--- src/rtl/twi_dac_pkg.sv ---
package twi_dac_pkg;
  typedef enum logic [2:0] {
    ST_IDLE,
    ST_RX,
    ST_RX_ACK,
    ST_TX,
    ST_TX_ACK
  } twi_state_e;
endpackage

--- src/rtl/twi_line_sync.sv ---
module twi_line_sync #(
  parameter int unsigned N = 2
) (
  input  logic         clk_i,
  input  logic         rst_ni,
  input  logic [N-1:0] line_i,
  output logic [N-1:0] lvl_o,
  output logic [N-1:0] prev_o
);
  for (genvar g = 0; g < N; g++) begin : g_line
    logic [2:0] pipe;
    // idle bus is high
    always_ff @(posedge clk_i or negedge rst_ni) begin
      if (!rst_ni) pipe <= '1;
      else         pipe <= {pipe[1:0], line_i[g]};
    end
    assign lvl_o[g]  = pipe[1];
    assign prev_o[g] = pipe[2];
  end
endmodule

--- src/rtl/twi_slave_fsm.sv ---
module twi_slave_fsm
  import twi_dac_pkg::*;
#(
  parameter int unsigned           BYTE_W    = 8,
  parameter logic [BYTE_W-2:0]     ADDR      = 7'b0101100,
  parameter logic [BYTE_W-1:0]     CMD_WR    = 8'hAA,
  parameter logic [BYTE_W-1:0]     RD_PREFIX = 8'h00
) (
  input  logic              clk_i,
  input  logic              rst_ni,
  input  logic              scl_rise_i,
  input  logic              scl_fall_i,
  input  logic              sda_lvl_i,
  input  logic              start_i,
  input  logic              stop_i,
  input  logic [BYTE_W-1:0] rd_data_i,
  output logic              sda_oe_o,
  output logic              wr_en_o,
  output logic [BYTE_W-1:0] wr_data_o
);
  localparam int unsigned    CNT_W    = $clog2(BYTE_W + 1);
  localparam logic [CNT_W-1:0] LAST_BIT = CNT_W'(BYTE_W - 1);
  localparam logic [CNT_W-1:0] FULL     = CNT_W'(BYTE_W);

  twi_state_e        state;
  logic [CNT_W-1:0]  bit_cnt;
  logic [1:0]        byte_idx;
  logic [BYTE_W-2:0] shreg;
  logic [BYTE_W-1:0] tx_sh;
  logic              is_read, ack_pend, mack, oe_q;
  logic [BYTE_W-1:0] rx_byte;
  logic              addr_hit;

  assign rx_byte  = {shreg, sda_lvl_i};
  assign addr_hit = (rx_byte[BYTE_W-1:1] == ADDR);
  assign sda_oe_o = oe_q;

  always_ff @(posedge clk_i or negedge rst_ni) begin
    if (!rst_ni) begin
      state     <= ST_IDLE;
      bit_cnt   <= '0;
      byte_idx  <= '0;
      shreg     <= '0;
      tx_sh     <= '0;
      is_read   <= 1'b0;
      ack_pend  <= 1'b0;
      mack      <= 1'b0;
      oe_q      <= 1'b0;
      wr_en_o   <= 1'b0;
      wr_data_o <= '0;
    end else begin
      wr_en_o <= 1'b0;
      if (start_i) begin
        state    <= ST_RX;
        bit_cnt  <= '0;
        byte_idx <= '0;
        ack_pend <= 1'b0;
        oe_q     <= 1'b0;
      end else if (stop_i) begin
        state <= ST_IDLE;
        oe_q  <= 1'b0;
      end else begin
        unique case (state)
          ST_RX: begin
            if (scl_rise_i && bit_cnt < FULL) begin
              shreg   <= rx_byte[BYTE_W-2:0];
              bit_cnt <= bit_cnt + 1'b1;
              if (bit_cnt == LAST_BIT) begin
                unique case (byte_idx)
                  2'd0: begin
                    ack_pend <= addr_hit;
                    is_read  <= rx_byte[0];
                  end
                  2'd1: ack_pend <= (rx_byte == CMD_WR);
                  default: begin
                    ack_pend  <= 1'b1;
                    wr_en_o   <= 1'b1;
                    wr_data_o <= rx_byte;
                  end
                endcase
              end
            end else if (scl_fall_i && bit_cnt == FULL) begin
              if (ack_pend) begin
                state <= ST_RX_ACK;
                oe_q  <= 1'b1;
              end else begin
                state <= ST_IDLE;
              end
            end
          end
          ST_RX_ACK: begin
            if (scl_fall_i) begin
              bit_cnt <= '0;
              if (byte_idx == 2'd0 && is_read) begin
                state    <= ST_TX;
                tx_sh    <= RD_PREFIX;
                oe_q     <= ~RD_PREFIX[BYTE_W-1];
                byte_idx <= 2'd1;
              end else if (byte_idx == 2'd2) begin
                state <= ST_IDLE;
                oe_q  <= 1'b0;
              end else begin
                state    <= ST_RX;
                oe_q     <= 1'b0;
                byte_idx <= byte_idx + 1'b1;
              end
            end
          end
          ST_TX: begin
            if (scl_rise_i) begin
              bit_cnt <= bit_cnt + 1'b1;
            end else if (scl_fall_i) begin
              if (bit_cnt == FULL) begin
                state <= ST_TX_ACK;
                oe_q  <= 1'b0;
              end else begin
                tx_sh <= tx_sh << 1;
                oe_q  <= ~tx_sh[BYTE_W-2];
              end
            end
          end
          ST_TX_ACK: begin
            if (scl_rise_i) begin
              mack <= ~sda_lvl_i;
            end else if (scl_fall_i) begin
              if (mack && byte_idx == 2'd1) begin
                state    <= ST_TX;
                tx_sh    <= rd_data_i;
                oe_q     <= ~rd_data_i[BYTE_W-1];
                byte_idx <= 2'd2;
                bit_cnt  <= '0;
              end else begin
                state <= ST_IDLE;
              end
            end
          end
          default: ;
        endcase
      end
    end
  end
endmodule

--- src/rtl/dac_port_reg.sv ---
module dac_port_reg #(
  parameter int unsigned DAC_W  = 5,
  parameter int unsigned PORT_W = 3,
  localparam int unsigned DATA_W = DAC_W + PORT_W,
  parameter logic [DATA_W-1:0] RESET_VAL = '0
) (
  input  logic              clk_i,
  input  logic              rst_ni,
  input  logic              wr_en_i,
  input  logic [DATA_W-1:0] wr_data_i,
  output logic [DATA_W-1:0] q_o,
  output logic [DAC_W-1:0]  dac_code_o,
  output logic [DAC_W-1:0]  dac_level_o,
  output logic [PORT_W-1:0] port_o
);
  logic [DATA_W-1:0] q;

  always_ff @(posedge clk_i or negedge rst_ni) begin
    if (!rst_ni)      q <= RESET_VAL;
    else if (wr_en_i) q <= wr_data_i;
  end

  assign q_o         = q;
  assign dac_code_o  = q[DATA_W-1:PORT_W];
  // stored code falls with level; complement rises with it
  assign dac_level_o = ~q[DATA_W-1:PORT_W];

  for (genvar p = 0; p < PORT_W; p++) begin : g_pin
    assign port_o[p] = q[p];
  end
endmodule

--- src/rtl/twi_dac_port_slave.sv ---
module twi_dac_port_slave #(
  parameter int unsigned DAC_W     = 5,
  parameter int unsigned PORT_W    = 3,
  parameter logic [DAC_W+PORT_W-2:0] SLAVE_ADDR = 7'b0101100,
  parameter logic [DAC_W+PORT_W-1:0] CMD_WR     = 8'hAA,
  parameter logic [DAC_W+PORT_W-1:0] RD_PREFIX  = 8'h00,
  parameter logic [DAC_W+PORT_W-1:0] RESET_VAL  = 8'h00
) (
  input  logic              clk_i,
  input  logic              rst_ni,
  input  logic              scl_i,
  input  logic              sda_i,
  output logic              sda_oe_o,
  output logic [DAC_W-1:0]  dac_code_o,
  output logic [DAC_W-1:0]  dac_level_o,
  output logic [PORT_W-1:0] port_o
);
  localparam int unsigned DATA_W = DAC_W + PORT_W;

  logic [1:0] lvl, prev;
  logic scl_lvl, scl_prv, sda_lvl, sda_prv;
  logic scl_rise, scl_fall, start_det, stop_det;
  logic wr_en;
  logic [DATA_W-1:0] wr_data, reg_q;

  twi_line_sync #(.N(2)) u_sync (
    .clk_i  (clk_i),
    .rst_ni (rst_ni),
    .line_i ({sda_i, scl_i}),
    .lvl_o  (lvl),
    .prev_o (prev)
  );

  assign scl_lvl   = lvl[0];
  assign scl_prv   = prev[0];
  assign sda_lvl   = lvl[1];
  assign sda_prv   = prev[1];
  assign scl_rise  = scl_lvl & ~scl_prv;
  assign scl_fall  = ~scl_lvl & scl_prv;
  assign start_det = scl_lvl & scl_prv & sda_prv & ~sda_lvl;
  assign stop_det  = scl_lvl & scl_prv & ~sda_prv & sda_lvl;

  twi_slave_fsm #(
    .BYTE_W    (DATA_W),
    .ADDR      (SLAVE_ADDR),
    .CMD_WR    (CMD_WR),
    .RD_PREFIX (RD_PREFIX)
  ) u_fsm (
    .clk_i      (clk_i),
    .rst_ni     (rst_ni),
    .scl_rise_i (scl_rise),
    .scl_fall_i (scl_fall),
    .sda_lvl_i  (sda_lvl),
    .start_i    (start_det),
    .stop_i     (stop_det),
    .rd_data_i  (reg_q),
    .sda_oe_o   (sda_oe_o),
    .wr_en_o    (wr_en),
    .wr_data_o  (wr_data)
  );

  dac_port_reg #(
    .DAC_W     (DAC_W),
    .PORT_W    (PORT_W),
    .RESET_VAL (RESET_VAL)
  ) u_reg (
    .clk_i       (clk_i),
    .rst_ni      (rst_ni),
    .wr_en_i     (wr_en),
    .wr_data_i   (wr_data),
    .q_o         (reg_q),
    .dac_code_o  (dac_code_o),
    .dac_level_o (dac_level_o),
    .port_o      (port_o)
  );
endmodule

--- config.mk ---
export PLATFORM = sky130hd
export DESIGN_NAME = twi_dac_port_slave
export DESIGN_NICKNAME = d
export VERILOG_FILES = /design/src/rtl/twi_dac_pkg.sv /design/src/rtl/twi_line_sync.sv /design/src/rtl/twi_slave_fsm.sv /design/src/rtl/dac_port_reg.sv /design/src/rtl/twi_dac_port_slave.sv
export SDC_FILE = /design/constraint.sdc
export NUM_CORES = 1
export LEC_CHECK = 0
export BUFFER_PORTS_ARGS = -buffer_cell sky130_fd_sc_hd__buf_2
export CAP_MARGIN = 20
export CELL_PAD_IN_SITES_DETAIL_PLACEMENT = 0
export CELL_PAD_IN_SITES_GLOBAL_PLACEMENT = 1
export CORE_MARGIN = 2
export CORE_UTILIZATION = 48
export DETAILED_ROUTE_END_ITERATION = 8
export PLACE_DENSITY = 0.77
export SETUP_SLACK_MARGIN = 0.2
export SLEW_MARGIN = 40
export SYNTH_ARGS = -nofsm -noshare
export SYNTH_HDL_FRONTEND = slang
export SYNTH_HIERARCHICAL = 1
export SYNTH_SLANG_ARGS = --single-unit
--- constraint.sdc ---
create_clock -name clk_i -period 3.35 [get_ports clk_i]
set_input_delay 0.335 -clock clk_i [delete_from_list [all_inputs] [get_ports clk_i]]
set_output_delay 0.335 -clock clk_i [all_outputs]
set_load 0.01 [all_outputs]
# After elaboration in Yosys (flattened, before gate mapping)
# Index checks and enable logic that the tools add are counted.
[totals]
reg_bits = 50
input_bits = 4
out_inout_bits = 14
word_cells = 161
[classes]
add_sub_neg = 2
magnitude_cmp = 1
eq_ne = 36
muxes = 68
n_bitwise = 17
n_reduce_logical = 23
[op_table]
columns = ["cell", "n"]
rows = [
  ["7-bit 2-to-1 mux", 8],
  ["3-bit 2-to-1 mux", 11],
  ["4-bit 2-to-1 mux", 8],
  ["4-bit by 3-bit inequality test with 1-bit output (second input constant)", 8],
  ["1-bit 2-to-1 mux", 25],
  ["7-bit one-hot mux with 3 select lines", 1],
  ["2-bit 2-to-1 mux", 10],
  ["4-bit one-hot mux with 4 select lines", 1],
  ["3-bit by 2-bit inequality test with 1-bit output (second input constant)", 5],
  ["4-bit inequality test (second input constant)", 3],
  ["3-bit one-hot mux with 4 select lines", 1],
  ["4-bit AND reduction", 3],
  ["6-bit AND reduction", 2],
  ["11-bit AND reduction", 1],
  ["2-bit by 1-bit inequality test with 1-bit output (second input constant)", 5],
  ["10-bit AND reduction", 1],
  ["1-bit inverter", 9],
  ["9-bit AND reduction", 1],
  ["8-bit equality test (second input constant)", 1],
  ["2-bit inequality test (second input constant)", 4],
  ["8-bit AND reduction", 1],
  ["1-bit bitwise AND", 7],
  ["7-bit by 6-bit equality test with 1-bit output (second input constant)", 1],
  ["7-bit AND reduction", 1],
  ["22 further kinds", 29],
]

# Depth between registers and ports, before layout
# Gate-level depths: netlist of run 1.
[logic_depth]
depth_word = 8
depth_mapped = 8
mapped_depth_nobuf = 7

# Modules after synthesis
# Netlist of run 1, hierarchy kept.
[modules_own_cells]
columns = ["module", "n_inst", "cells_each", "area_per_inst_um2"]
rows = [
  ["twi_slave_fsm", 1, 191, 1991.9],
  ["dac_port_reg", 1, 30, 410.4],
  ["twi_line_sync", 1, 10, 187.7],
  ["twi_dac_port_slave", 1, 4, 32.5],
]

# Worst setup path after synthesis of run 1
# Ideal clock, no wire load.
[synth_timing]
path_type = "register -> register"
startpoint = "register u_sync.g_line[1].pipe[1]"
endpoint = "register u_fsm.is_read"
setup_ns = 0.125
arrival_ns = 2.515
required_ns = 3.225
setup_slack_ns = 0.710
path_stages_with_launch = 9
path_buffers = 3
path_cell_list = "dfstp_2 -> buf_4 -> and4b_1 -> buf_2 -> or2_2 -> clkbuf_1 -> nor4_2 -> and4bb_2 -> mux2_2"
[synth_via]
elab_chain_cells = 4
word_cells_on_any_way = 6
cone_classes = "5 x bitwise; 1 x reduce/logical"
[synth_lines]
columns = ["element", "line", "rtl"]
rows = [
  ["from (decl)", "twi_line_sync.sv:11", "logic [2:0] pipe;"],
  ["from (signal assigned)", "twi_line_sync.sv:15", "else pipe <= {pipe[1:0], line_i[g]};"],
  ["1-bit inverter", "twi_dac_port_slave.sv:40", "assign start_det = scl_lvl & scl_prv & sda_prv & ~sda_lvl;"],
  ["1-bit bitwise AND", "twi_dac_port_slave.sv:40", ""],
  ["named net start_det", "twi_dac_port_slave.sv:22", "logic scl_rise, scl_fall, start_det, stop_det;"],
  ["1-bit inverter (no source line)", "-", ""],
  ["6-bit AND reduction (no source line)", "-", ""],
  ["to (signal assigned)", "twi_slave_fsm.sv:72", "is_read <= rx_byte[0];"],
  ["to (decl)", "twi_slave_fsm.sv:30", "logic is_read, ack_pend, mack, oe_q;"],
]
# The timed path passes the listed nets, and every way through them passes these cells.
# A chain may end at the register's enable or synchronous reset.

# Final worst setup path of run 1
[layout_timing]
startpoint = "register u_sync.g_line[0].pipe[1]"
endpoint = "register u_fsm.wr_data_o[7]"
[layout_via]
word_cells_on_any_way = 10
cone_classes = "8 x bitwise; 2 x reduce/logical"
[layout_rtl]
columns = ["element", "line", "rtl"]
rows = [
  ["from (decl)", "twi_line_sync.sv:11", ""],
  ["from (signal assigned)", "twi_line_sync.sv:15", ""],
  ["1-bit bitwise AND", "twi_dac_port_slave.sv:38", "assign scl_rise = scl_lvl & ~scl_prv;"],
  ["named net scl_rise", "twi_dac_port_slave.sv:22", ""],
  ["1-bit logical AND", "twi_slave_fsm.sv:65", "if (scl_rise_i && bit_cnt < FULL) begin"],
  ["6-bit AND reduction (no source line)", "-", ""],
  ["to (signal assigned)", "twi_slave_fsm.sv:78", "wr_data_o <= rx_byte;"],
  ["to (decl)", "twi_slave_fsm.sv:19", "output logic [BYTE_W-1:0] wr_data_o"],
]
# The timed path passes the listed nets, and every way through them passes these cells.

==> impl_summary.md, run 1 <==
Run status
The run finished, with violations left. The final reports fail on negative hold slack.

Drt
Using the TritonRoute via totals, the vias-per-cell ratio works out to approximately 5.6. The sum of routed wire length over all layers is 5030 um. The detailed-router iteration count before antenna repair is 4. The number of DRC violations after detailed-routing iteration 0 is 120.

The routed wire length per instance is about 16 um. The total vias in the final route is 1755. The number of nets still failing antenna checks after routing is 0. The final routed DRC violation total is 0.

Setup path
Along the worst path, the maximum fanout reaches 9. The worst setup path is of the reg -> reg kind. Data on the critical path is required at its endpoint by 3.54 ns. The worst register-to-register path begins at u_sync/g_line[0].pipe[1]. The launching element of the worst setup path is u_sync/g_line[0].pipe[1]. The type of element launching the critical path is a flop. The arrival time at the worst endpoint is about 2.9 ns. The worst setup path is captured at a flop.

Finish
The area occupied by registers is 1260 um2. The post-route cell area is approximately 2800 um2. The repair_antennas step left the layout with diodes totalling 0.

The count of fill cells added during filler insertion is 480. The area occupied by multi-input gates is 1170 um2. Relative to the synthesized area, the layout overhead comes to 6.15%. The final layout contains 252 nets. In the final layout, the share of cells above drive strength 1 is a little over a quarter. The finished layout holds about 310 standard cells, fillers aside.

STA
Clock skew on the completed layout was measured at 0.00766 ns. The setup violation total in the final timing report is 0. Setup repair after global routing left no endpoint under its margin. The final critical-path share of the clock period is 80.2%. The final count of hold timing violations is 11. The measured slew at the worst slew-check pin is 0.568 ns. The worst path in the final design needs a cycle of 2.69 ns, including I/O delays and setup. The maximum achievable frequency is roughly 370 MHz. The number of max-slew violations in the final report was 0.

The final hold slack is -0.0119 ns. Setup total negative slack on the finished layout was measured at 0 ns. The worst-case headroom to the max-slew limit is about three fifths.

Clock network
Counting every sink on the clock net gives 50. The quantity of gates resized following cts is 0. Clock-pin slew was measured on the worst setup and hold paths at roughly 0.090 ns.

TritonCTS created 5 clock buffers. The level count of the clock H-tree is 2. The worst-skew pair later-pin latency is approximately 0.30 ns.

The number of setup buffers added after CTS is 0. The deepest clock path buffer count is 2. The cell at the root of the clock tree is sky130_fd_sc_hd__clkbuf_8. After clock tree synthesis, the flow added hold-fix buffers numbering 0. TritonCTS built the clock tree.

Logic synthesis
The synthesis-stage register bit count is 50. The portion of synthesized area spent on multiplexers is between 10 and 15%. The yosys synthesis warning count is 6. The number of flops mapped to enable cells by yosys is 0.

The cell area that synthesis handed to floorplanning was 2620 um2. In the synthesized netlist the async set-or-reset flop fraction comes to between 90% and 100%. Summing the areas of all compound-gate instances in the mapped netlist gives 12.4% of the synthesized area. The fraction of synthesized cell area in xor and xnor cells is 0%. Synthesis produced a netlist with a net count of ~240. Synthesis produced a netlist whose cell count is 235.

Averaged over all synthesized cells, the footprint is 11.2 um2. After Yosys synthesis, full adders, half adders and majority gates account for 2.39% of the synthesized area. The dominant synthesized flop cell is sky130_fd_sc_hd__dfrtp_1. Summing the areas of all and, or, nand and nor instances in the mapped netlist gives 15.6% of the synthesized area. The synthesized netlist contains 52 unique library cells.

The sequential fraction of the synthesis area is 48.0%. The dominant combinational cell family by area after synthesis is simple AND/OR/NAND/NOR gates.

Power and ir drop
The worst-case IR drop observed on VDD is 0.301 mV. In this run the power density over the cells is 476 nW/um2. The analysis attributes to cell leakage a power of 1.26 nW.

Die
The number of core rows is 26. In this run the horizontal extent of the chip is 77.9 um. The overall die height is 77.9 um. The floorplan step defined a core boundary enclosing 5200 um2. The die covers 6070 um2. In this run the count of I/O pins placed on the die edge is 18. For this configuration, the core starts out at a cell density of around 50%.

Global routing
The total routing usage reported by global routing is 17.8%. The largest net degree at the start of global routing is 40. For this run the aggregate overflow at the end of global routing stands at 0. The first-pass GRT wire length is 8470 um.

The via count of the first global-routing pass is 1716. The number of antenna violations at the first check in global routing is 0.

Placement
The count of buffers added on input and output ports is 17. The congestion estimate from routability-driven global placement came to about 0.87. The placed instance count is 306.

The post-DP HPWL is 3620 um. The instance area at placement is between 2000 and 3000 um2.

Job
Max-cap violations in this run came to 0.

Hold path
The min-delay analysis places its worst path in the category in -> async.
-- layout make-up --
class	count	area share [%]
flip-flops and latches	50	45.2
multi-input cells	149	42.2
repair buffers	22	4.49
well taps	70	3.15
clock buffers	5	2.47
inverters	15	2.02
clock inverters	2	0.494
-- synthesized netlist by cell type (3+ instances only) --
library cell | count | share of area (%)
sky130_fd_sc_hd__mux2_4 | 8 | 4.6
sky130_fd_sc_hd__nand2_1 | 13 | 1.9
sky130_fd_sc_hd__mux2_2 | 18 | 7.7
sky130_fd_sc_hd__a21oi_1 | 11 | 2.1
sky130_fd_sc_hd__a31oi_1 | 4 | 0.95
sky130_fd_sc_hd__a22o_1 | 5 | 1.7
sky130_fd_sc_hd__nand3b_1 | 3 | 0.86
sky130_fd_sc_hd__nor2_1 | 10 | 1.4
sky130_fd_sc_hd__o21ai_0 | 8 | 1.5
sky130_fd_sc_hd__nor3b_1 | 5 | 1.4
sky130_fd_sc_hd__ha_1 | 5 | 2.4
sky130_fd_sc_hd__nor3_1 | 4 | 0.76
sky130_fd_sc_hd__nand2b_1 | 7 | 1.7
sky130_fd_sc_hd__dfrtp_1 | 44 | 42
sky130_fd_sc_hd__clkbuf_1 | 5 | 0.72
sky130_fd_sc_hd__inv_1 | 15 | 2.1
sky130_fd_sc_hd__nor2b_1 | 5 | 1.2
sky130_fd_sc_hd__buf_4 | 12 | 3.4
sky130_fd_sc_hd__mux2_1 | 3 | 1.3
sky130_fd_sc_hd__dfstp_2 | 6 | 6.0
sky130_fd_sc_hd__a211oi_1 | 4 | 1.1
-- metal layers --
layer	vias up	global-route usage (%)	wire [um]
met5	-	0	0
met4	0	5.09	61
met3	6	3.84	167
met2	28	26.4	2200
met1	871	26.5	2610
li1	850	-	-
-- cell usage in the layout, fill, tap and decap left out, types with 6 or more instances in the layout --
cell type                  netlist  final
sky130_fd_sc_hd__a21oi_1        11     11
sky130_fd_sc_hd__inv_1          15     15
sky130_fd_sc_hd__mux2_4          8      8
sky130_fd_sc_hd__o21ai_0         8      8
sky130_fd_sc_hd__buf_4          12      6
sky130_fd_sc_hd__dfstp_2         6      6
sky130_fd_sc_hd__nand2_1        13     13
sky130_fd_sc_hd__nor2_1         10     10
sky130_fd_sc_hd__mux2_2         18     18
sky130_fd_sc_hd__buf_2           2     16
sky130_fd_sc_hd__nand2b_1        7      7
sky130_fd_sc_hd__dfrtp_1        44     44
-- worst max-delay path, stage by stage (launching register included) --
cell                       delay [ns]
sky130_fd_sc_hd__dfstp_2         0.57
sky130_fd_sc_hd__nor2b_1         0.35
sky130_fd_sc_hd__nand2b_1        0.17
sky130_fd_sc_hd__or4_4           0.56
sky130_fd_sc_hd__nor4_4          0.52
sky130_fd_sc_hd__mux2_2          0.40
-- path summary, 6_finish.rpt --
| kind | to | cells past startpoint | slack, ns |
|---|---|---|---|
| min in group clk_i | u_sync/g_line[1].pipe[0] | 1 | 0.13 |
| worst min-delay path | u_fsm/state[0] | 1 | -0.01 |
| worst max register to register | u_fsm/wr_data_o[7] | 5 | 0.66 |
| worst max-delay path | u_fsm/wr_data_o[7] | 5 | 0.66 |
| worst min register to register | u_sync/g_line[0].pipe[1] | 0 | 0.36 |
| max in group asynchronous | u_fsm/shreg[6] | 2 | 2.81 |
-- cell families (layout without fill, tap and decap cells) --
family                   after synthesis  count (layout)
AND/OR/NAND/NOR                       66              66
flip-flops                            50              50
AO/OA/AOI/OAI                         47              47
buffers and inverters                 36              44
multiplexers                          31              31
adder cells (fa/ha/maj)                5               5
-- flip-flops by register name (all words and copies together) (netlist names), 2 cells and up --
register and count:
u_sync/g_line.pipe 6, u_fsm/state 3, u_fsm/bit_cnt 4, u_fsm/shreg 7, u_fsm/tx_sh 7, u_fsm/wr_data_o 8
u_fsm/byte_idx 2, u_reg/q_o 8
-- power by group --
group          internal, mW  switching [mW]
Combinational         0.110           0.115
Clock                 0.145           0.197
Sequential            0.678          0.0811
-- per-stage QoR --
step	worst slack (ns)	utilization, %	power [mW]
2_1_floorplan	0.710	-	0.919
3_3_place_gp	0.728	51.9	0.989
3_5_place_dp	0.700	51.9	0.996
4_1_cts	0.675	53.5	1.34
5_1_grt	0.519	53.5	1.41
6_report	0.664	53.5	1.33
Note: power is estimated with default switching activity, not from simulation.
==> run 2: changes to the inputs <==
- clock period: 3.35 -> 2.6 ns (I/O delays scaled with it)
==> impl_summary.md, run 2 (synthesis results as in run 1) <==
Setup path
The buffering stage count on the worst path with inverters included is 1 (+1). The largest fanout of any net on the critical path is 9 (unchanged). The arrival time at the worst endpoint came to 2.49 ns (-0.38 ns). The longest individual stage delay on the worst path is 0.58 ns (about the same).

Walking the worst path, the cells encountered are nor2b_4 -> nand2b_4 -> or4_4 -> nor4_4 -> buf_4 -> mux2_2. Grouping stages by cell kind, the critical path spends the most delay in simple AND/OR/NAND/NOR gates. The worst setup path is captured at a flop.

The slowest stage cell on the critical path is sky130_fd_sc_hd__dfstp_2. The data required time at the worst endpoint was 2.80 ns (-0.74 ns). The reg2reg setup slack is 0.31 ns (-0.36 ns). The category of the most critical setup path is reg -> reg. The type of element launching the critical path is a flop.

Clock network
The clock transition at the register clock pins on the worst setup and hold paths after CTS was 0.09 ns (about the same). The worst-skew pair later-pin latency came to 0.31 ns (about the same). The clock tree from TritonCTS is built.

The cell sitting at the root of the clock tree is a sky130_fd_sc_hd__clkbuf_8. The level count of the clock H-tree was 2 (unchanged). The number of clock sinks is 50 (unchanged). The number of buffers created by CTS is 5 (unchanged). The deepest clock path buffer count is 2 (unchanged).

Power and ir drop
The portion of total power attributed to the clock network is 27.4% (+1.6 points). The switching share of total power is 29.7% (+0.030 points). The power share of the sequential group is 54.4% (-2.9 points).

The cell leakage power is 1.31 nW (+4.1%). The power spent charging and discharging nets is 0.527 mW (+34%). The peak ir drop on the vdd network came to 0.359 mV (+19%).

The areal power density over the cells came to 614 nW/um2 (+29%). The part of the total power dissipated in combinational logic came to 18.2% (+1.2 points). The cell internal power dissipation is 1.25 mW (+34%).

Finish
The area added between synthesis and finish is 10.4%. The share of final-layout standard cells stronger than drive strength 1 came to 30.6% (+3.4 points). The top cell types in the final layout, fill and taps aside, are sky130_fd_sc_hd__dfrtp_1 (44), sky130_fd_sc_hd__mux2_2 (17), sky130_fd_sc_hd__buf_2 (16). The number of nets in the final layout was 260 (+3.2%). The number of antenna diodes came to 0 (unchanged). The final standard cell count with taps included and fillers excluded is 322 (+2.9%).

The count of fill cells added during filler insertion is 478 (-0.42%). The most common cell after layout, fill and taps aside is sky130_fd_sc_hd__dfrtp_1.

Global routing
The largest net degree at the start of global routing is 48 (+20%). The first-pass GRT wire length is 9050 um (+6.8%). The met2 global-route usage is 27.9% (+1.6 points). The met3 track utilization from global routing is 4.19% (+0.35 points). The global-route track usage on met1 is 29.1% (+2.6 points). The via count of the first global-routing pass was 1753 (+2.2%).

The number of antenna violations at the first check in global routing is 0 (unchanged). The final global-route overflow total is 0 (unchanged). The total routing usage reported by global routing is 19.1% (+1.3 points).

met1 is the most crowded layer.

Drt
The number of nets still failing antenna checks after routing was 0 (unchanged). The vias per cell came to 5.55 (-1.0%). The sum of routed wire length over all layers came to 5120 um (+1.8%). The detailed-router iteration count before antenna repair is 4 (unchanged). The routed wire length per instance came to 15.9 um (-1.0%). The final routed DRC violation total is 0 (unchanged).

The total vias in the final route is 1787 (+1.8%). The number of DRC violations after detailed-routing iteration 0 was 129 (+7.5%).

Placement
The count of input and output buffers is 17 (unchanged). The placed instance count is 313 (+2.3%). The final weighted congestion in routability-driven placement was 0.824 (-5.6%). The post-DP HPWL came to 3770 um (+4.2%). The placement-stage worst setup slack is 0.328 ns (-0.371 ns).

STA
The measured slew at the worst slew-check pin is 0.586 ns (+0.0179 ns). The final-layout setup total negative slack is 0 ns (unchanged). The final critical-path share of the clock period is 88.2% (+8.0 points).

Setup repair after global routing could not meet its margin everywhere. The final period demand of the worst path was 2.29 ns (-0.393 ns). The final worst slack is 0.307 ns (-0.357 ns). The clock skew after layout came to 0.00599 ns (-0.00167 ns). The number of max-slew violations in the final report was 0 (unchanged). The worst-case headroom to the max-slew limit is 60.9% (-0.91 points). The maximum achievable frequency is 436 MHz (+17%). The final count of hold timing violations is 0 (-11).

The setup violation total in the final timing report is 0 (unchanged).

Die
The number of core rows is 26 (unchanged). The overall die height is 77.9 um (unchanged). The initial cell density of the core is 50.4% (unchanged).

The area enclosed by the die boundary came to 6070 um2 (unchanged). The core region area came to 5200 um2 (unchanged). The number of top-level pins is 18 (unchanged). The die width is 77.9 um (unchanged).

Hold path
The class of the tightest hold or removal check is in -> reg.

Run status
The flow ran to the end, and the final reports show no timing, DRC or antenna violations.

Job
The max-capacitance violation count was 0 (unchanged).
==> run 2: path summary, 6_finish.rpt <==
check                                          from                  endpoint  depth (start not counted)
setup reg to reg           u_sync/g_line[0].pipe[1]        u_fsm/wr_data_o[0]                          6
hold / removal                                scl_i  u_sync/g_line[0].pipe[0]                          1
hold reg to reg            u_sync/g_line[1].pipe[0]  u_sync/g_line[1].pipe[1]                          0
min in group asynchronous                    rst_ni          u_fsm/bit_cnt[1]                          2
setup / recovery           u_sync/g_line[0].pipe[1]        u_fsm/wr_data_o[0]                          6
max in group asynchronous                    rst_ni  u_sync/g_line[1].pipe[1]                          3
==> run 2: layout make-up <==
| class | instances | area, um2 | share of cell area (%) |
|---|---|---|---|
| clock buffer | 6 | 82.6 | 2.85 |
| clock inverter | 2 | 16.3 | 0.562 |
| inverter | 15 | 56.3 | 1.94 |
| multi-input combinational | 149 | 1210 | 41.7 |
| sequential | 50 | 1260 | 43.5 |
| tap | 70 | 87.6 | 3.03 |
| timing repair buffer | 30 | 188 | 6.48 |
==> run 2: repair_timing <==
action                     in CTS  in global routing
buffers inserted                0                  0
hold buffers                    1                  0
setup endpoints to repair       0                  1
hold endpoints to repair       44                  0
resized for setup               0                  1
==> run 2: metal layers <==
layer	wire, um	vias up
met5	0	-
met4	31	0
met3	216	5
met2	2200	35
met1	2670	869
li1	-	878
==> run 2: power groups by stage <==
stage	combinational (mW)	clock [mW]	sequential (mW)
after floorplan	0.240	0	0.956
after global placement	0.320	0	0.978
after detailed placement	0.324	0	0.980
after CTS	0.325	0.499	0.966
after global routing	0.370	0.537	0.988
final	0.323	0.487	0.967
==> run 2: per-stage QoR <==
step           hold WS, ns  utilization (%)  area (um2)  power [mW]
2_1_floorplan      -0.0356                -        2670        1.20
3_3_place_gp         0.346             53.4        2780        1.30
3_5_place_dp         0.309             53.5        2780        1.30
4_1_cts             0.0358             55.6        2890        1.79
5_1_grt             0.0254             55.6        2900        1.90
6_report            0.0454             55.6        2900        1.78
==> run 3: changes to the inputs <==
- CORE_UTILIZATION: 48 -> 45
- CTS_BUF_LIST: not set -> sky130_fd_sc_hd__clkbuf_2 sky130_fd_sc_hd__clkbuf_4 sky130_fd_sc_hd__clkbuf_8
- PLACE_DENSITY: 0.77 -> 0.73
==> impl_summary.md, run 3 (synthesis results as in run 1) <==
Run status
The flow ran to the end, and the final reports show no timing, DRC or antenna violations.

Global routing
The met3 track utilization from global routing is 3.71% (-0.48 points). The first-pass GRT wire length is 8990 um (-0.61%). The busiest layer in global routing is met1.

The met2 global-route usage is 26.8% (-1.2 points). The via count of the first global-routing pass was 1791 (+2.2%). The final global-route overflow total is 0 (unchanged). The number of antenna violations at the first check in global routing is 0 (unchanged). The largest net degree at the start of global routing is 51 (+6.3%). The total routing usage reported by global routing came to 18.3% (-0.81 points). The global-route track usage on met1 is 27.0% (-2.0 points).

Drt
The total vias in the final route is 1831 (+2.5%). The vias per cell is 5.65 (+1.8%). The number of nets still failing antenna checks after routing is 0 (unchanged).

The detailed-router iteration count before antenna repair came to 4 (unchanged). The routed wire length per instance is 16.3 um (+2.4%). The sum of routed wire length over all layers is 5280 um (+3.1%). The number of DRC violations after detailed-routing iteration 0 is 202 (+57%).

The final routed DRC violation total was 0 (unchanged).

Finish
The share of final-layout standard cells stronger than drive strength 1 is 31.0% (+0.40 points). The number of nets in the final layout is 260 (unchanged). The count of fill cells added during filler insertion was 541 (+13%). The area growth from synthesis to layout is 10.5%. The library cell used most frequently in the layout, excluding fill and tap cells, is sky130_fd_sc_hd__dfrtp_1. The core utilization of the finished layout was 52.0% (-3.6 points). Leaving out fill and tap cells, the most frequent cells in the layout are sky130_fd_sc_hd__dfrtp_1 (44), sky130_fd_sc_hd__buf_2 (17), sky130_fd_sc_hd__mux2_2 (17).

The number of antenna diodes is 0 (unchanged).

Clock network
The number of clock sinks is 50 (unchanged). TritonCTS built the clock tree. The clock transition at the register clock pins on the worst setup and hold paths after CTS is 0.09 ns (about the same). The worst-skew pair later-pin latency came to 0.31 ns (about the same).

The cell sitting at the root of the clock tree is a sky130_fd_sc_hd__clkbuf_8. The level count of the clock H-tree is 2 (unchanged). The number of buffers created by CTS is 5 (unchanged).

The deepest clock path buffer count is 2 (unchanged).

Power and ir drop
The power share of the sequential group was 53.8% (-0.6 points). The peak ir drop on the vdd network was 0.501 mV (+39%). The part of the total power dissipated in combinational logic is 18.2% (about the same). The power spent charging and discharging nets is 0.520 mW (-1.5%). The cell leakage power was 1.31 nW (+0.51%). The cell internal power dissipation is 1.27 mW (+2.0%). The switching share of total power was 29.0% (-0.71 points). The portion of total power attributed to the clock network came to 27.9% (+0.5 points). The areal power density over the cells is 619 nW/um2 (+0.83%).

Placement
The final weighted congestion in routability-driven placement came to 0.810 (-1.7%). The count of input and output buffers came to 17 (unchanged). The post-DP HPWL came to 3740 um (-0.74%).

Job
The max-capacitance violation count was 0 (unchanged).

STA
The measured slew at the worst slew-check pin is 0.624 ns (+0.0380 ns). The final period demand of the worst path is 2.29 ns (-0.00755 ns). Setup repair after global routing left no endpoint under its margin.

The number of max-slew violations in the final report is 0 (unchanged). The maximum achievable frequency is 438 MHz (+0.33%). The final count of hold timing violations was 0 (unchanged). The final-layout setup total negative slack came to 0 ns (unchanged).

The final critical-path share of the clock period is 87.9% (-0.29 points). The setup violation total in the final timing report is 0 (unchanged). The worst-case headroom to the max-slew limit came to 58.4% (-2.5 points). The clock skew after layout came to 0.00661 ns (+0.000615 ns).

Setup path
The slowest stage cell on the critical path is sky130_fd_sc_hd__dfstp_2. The reg2reg setup slack is 0.31 ns (about the same). By startpoint and endpoint, the worst setup path is classified as reg -> reg. The critical path goes through nor2b_4 -> nand2b_4 -> or4_4 -> nor4_4 -> buf_4 -> mux2_2.

The type of element launching the critical path is a flop. The arrival time at the worst endpoint is 2.48 ns (about the same). The kind of capture point of the worst setup path is a flop. The data required time at the worst endpoint is 2.79 ns (about the same). The launching point of the worst reg2reg path is u_sync/g_line[0].pipe[1]. The largest fanout of any net on the critical path is 9 (unchanged).

The longest individual stage delay on the worst path is 0.58 ns (about the same). The logic depth of the worst register-to-register path is 6 (unchanged). The critical register-to-register path endpoint is u_fsm/wr_data_o[0].

Hold path
The class of the tightest hold or removal check is in -> async.

Die
The core region area is 5570 um2 (+7.1%). The number of top-level pins is 18 (unchanged). The initial cell density of the core was 47.0% (-3.3 points).

The number of core rows was 27 (+3.8%). The area enclosed by the die boundary was 6450 um2 (+6.3%). The overall die height came to 80.3 um (+3.1%). The die width came to 80.3 um (+3.1%).
## run 3: cell count changes in the layout (fill, tap and decap cells not counted)
cell and delta:
sky130_fd_sc_hd__inv_6 -1, sky130_fd_sc_hd__clkinvlp_4 -1, sky130_fd_sc_hd__dlygate4sd3_1 -1, sky130_fd_sc_hd__clkinv_4 +1, sky130_fd_sc_hd__buf_2 +1, sky130_fd_sc_hd__clkbuf_8 +1
## run 3: final cells by class
cell class / count / area (um2) / share of cell area, %
well taps: 72 / 90.1 / 3.11
clock inverters: 1 / 8.76 / 0.302
flip-flops and latches: 50 / 1260 / 43.4
multi-input cells: 149 / 1210 / 41.6
repair buffers: 30 / 183 / 6.30
inverters: 15 / 56.3 / 1.94
clock buffers: 7 / 96.3 / 3.32
## run 3: worst max-delay path by stage
stage,start,to,slack (ns),cells past startpoint
floorplan,u_sync/g_line[1].pipe[1],u_fsm/is_read,0.21,8
global placement,u_sync/g_line[0].pipe[1],u_fsm/wr_data_o[6],0.35,6
detailed placement,u_sync/g_line[0].pipe[2],u_fsm/sda_oe_o,0.32,6
CTS,u_sync/g_line[0].pipe[2],u_fsm/sda_oe_o,0.30,6
global route,u_sync/g_line[0].pipe[2],u_fsm/sda_oe_o,0.20,6
finish,u_sync/g_line[0].pipe[1],u_fsm/wr_data_o[0],0.31,6
## run 3: per-layer routing
layer,share of wire [%],vias up
li1,-,875
met1,49,902
met2,44,48
met3,5.5,6
met4,1.2,0
met5,0,-
## run 3: power groups by stage
| stage | Combinational [mW] | Sequential (mW) | Clock, mW |
|---|---|---|---|
| floorplan | 0.240 | 0.956 | 0 |
| finish | 0.327 | 0.966 | 0.501 |
| CTS | 0.327 | 0.963 | 0.519 |
| detailed placement | 0.325 | 0.979 | 0 |
| global placement | 0.323 | 0.979 | 0 |
| global route | 0.366 | 0.983 | 0.557 |
## run 3: worst max-delay path: cells and delay by family (launching register included)
kind	cells	cell delay [ns]
flops	1	0.58
buf+inv	1	0.21
mux	1	0.34
simple gates	4	1.05
## run 3: timing repair
item / in CTS / in global routing
buffers inserted: 0 / 1
hold buffers: 0 / 0
gates resized for setup: 0 / 1
endpoints found under the setup margin: 0 / 3
## run 3: metrics by stage
stage,hold WS (ns),instances,total power [mW],setup WS [ns],instance area [um2]
3_3_place_gp,0.346,315,1.30,0.351,2780
6_report,0.0408,324,1.79,0.315,2900
2_1_floorplan,-0.0356,235,1.20,0.205,2670
4_1_cts,0.0292,323,1.81,0.298,2890
3_5_place_dp,0.348,315,1.30,0.317,2780
5_1_grt,0.0133,324,1.91,0.200,2900
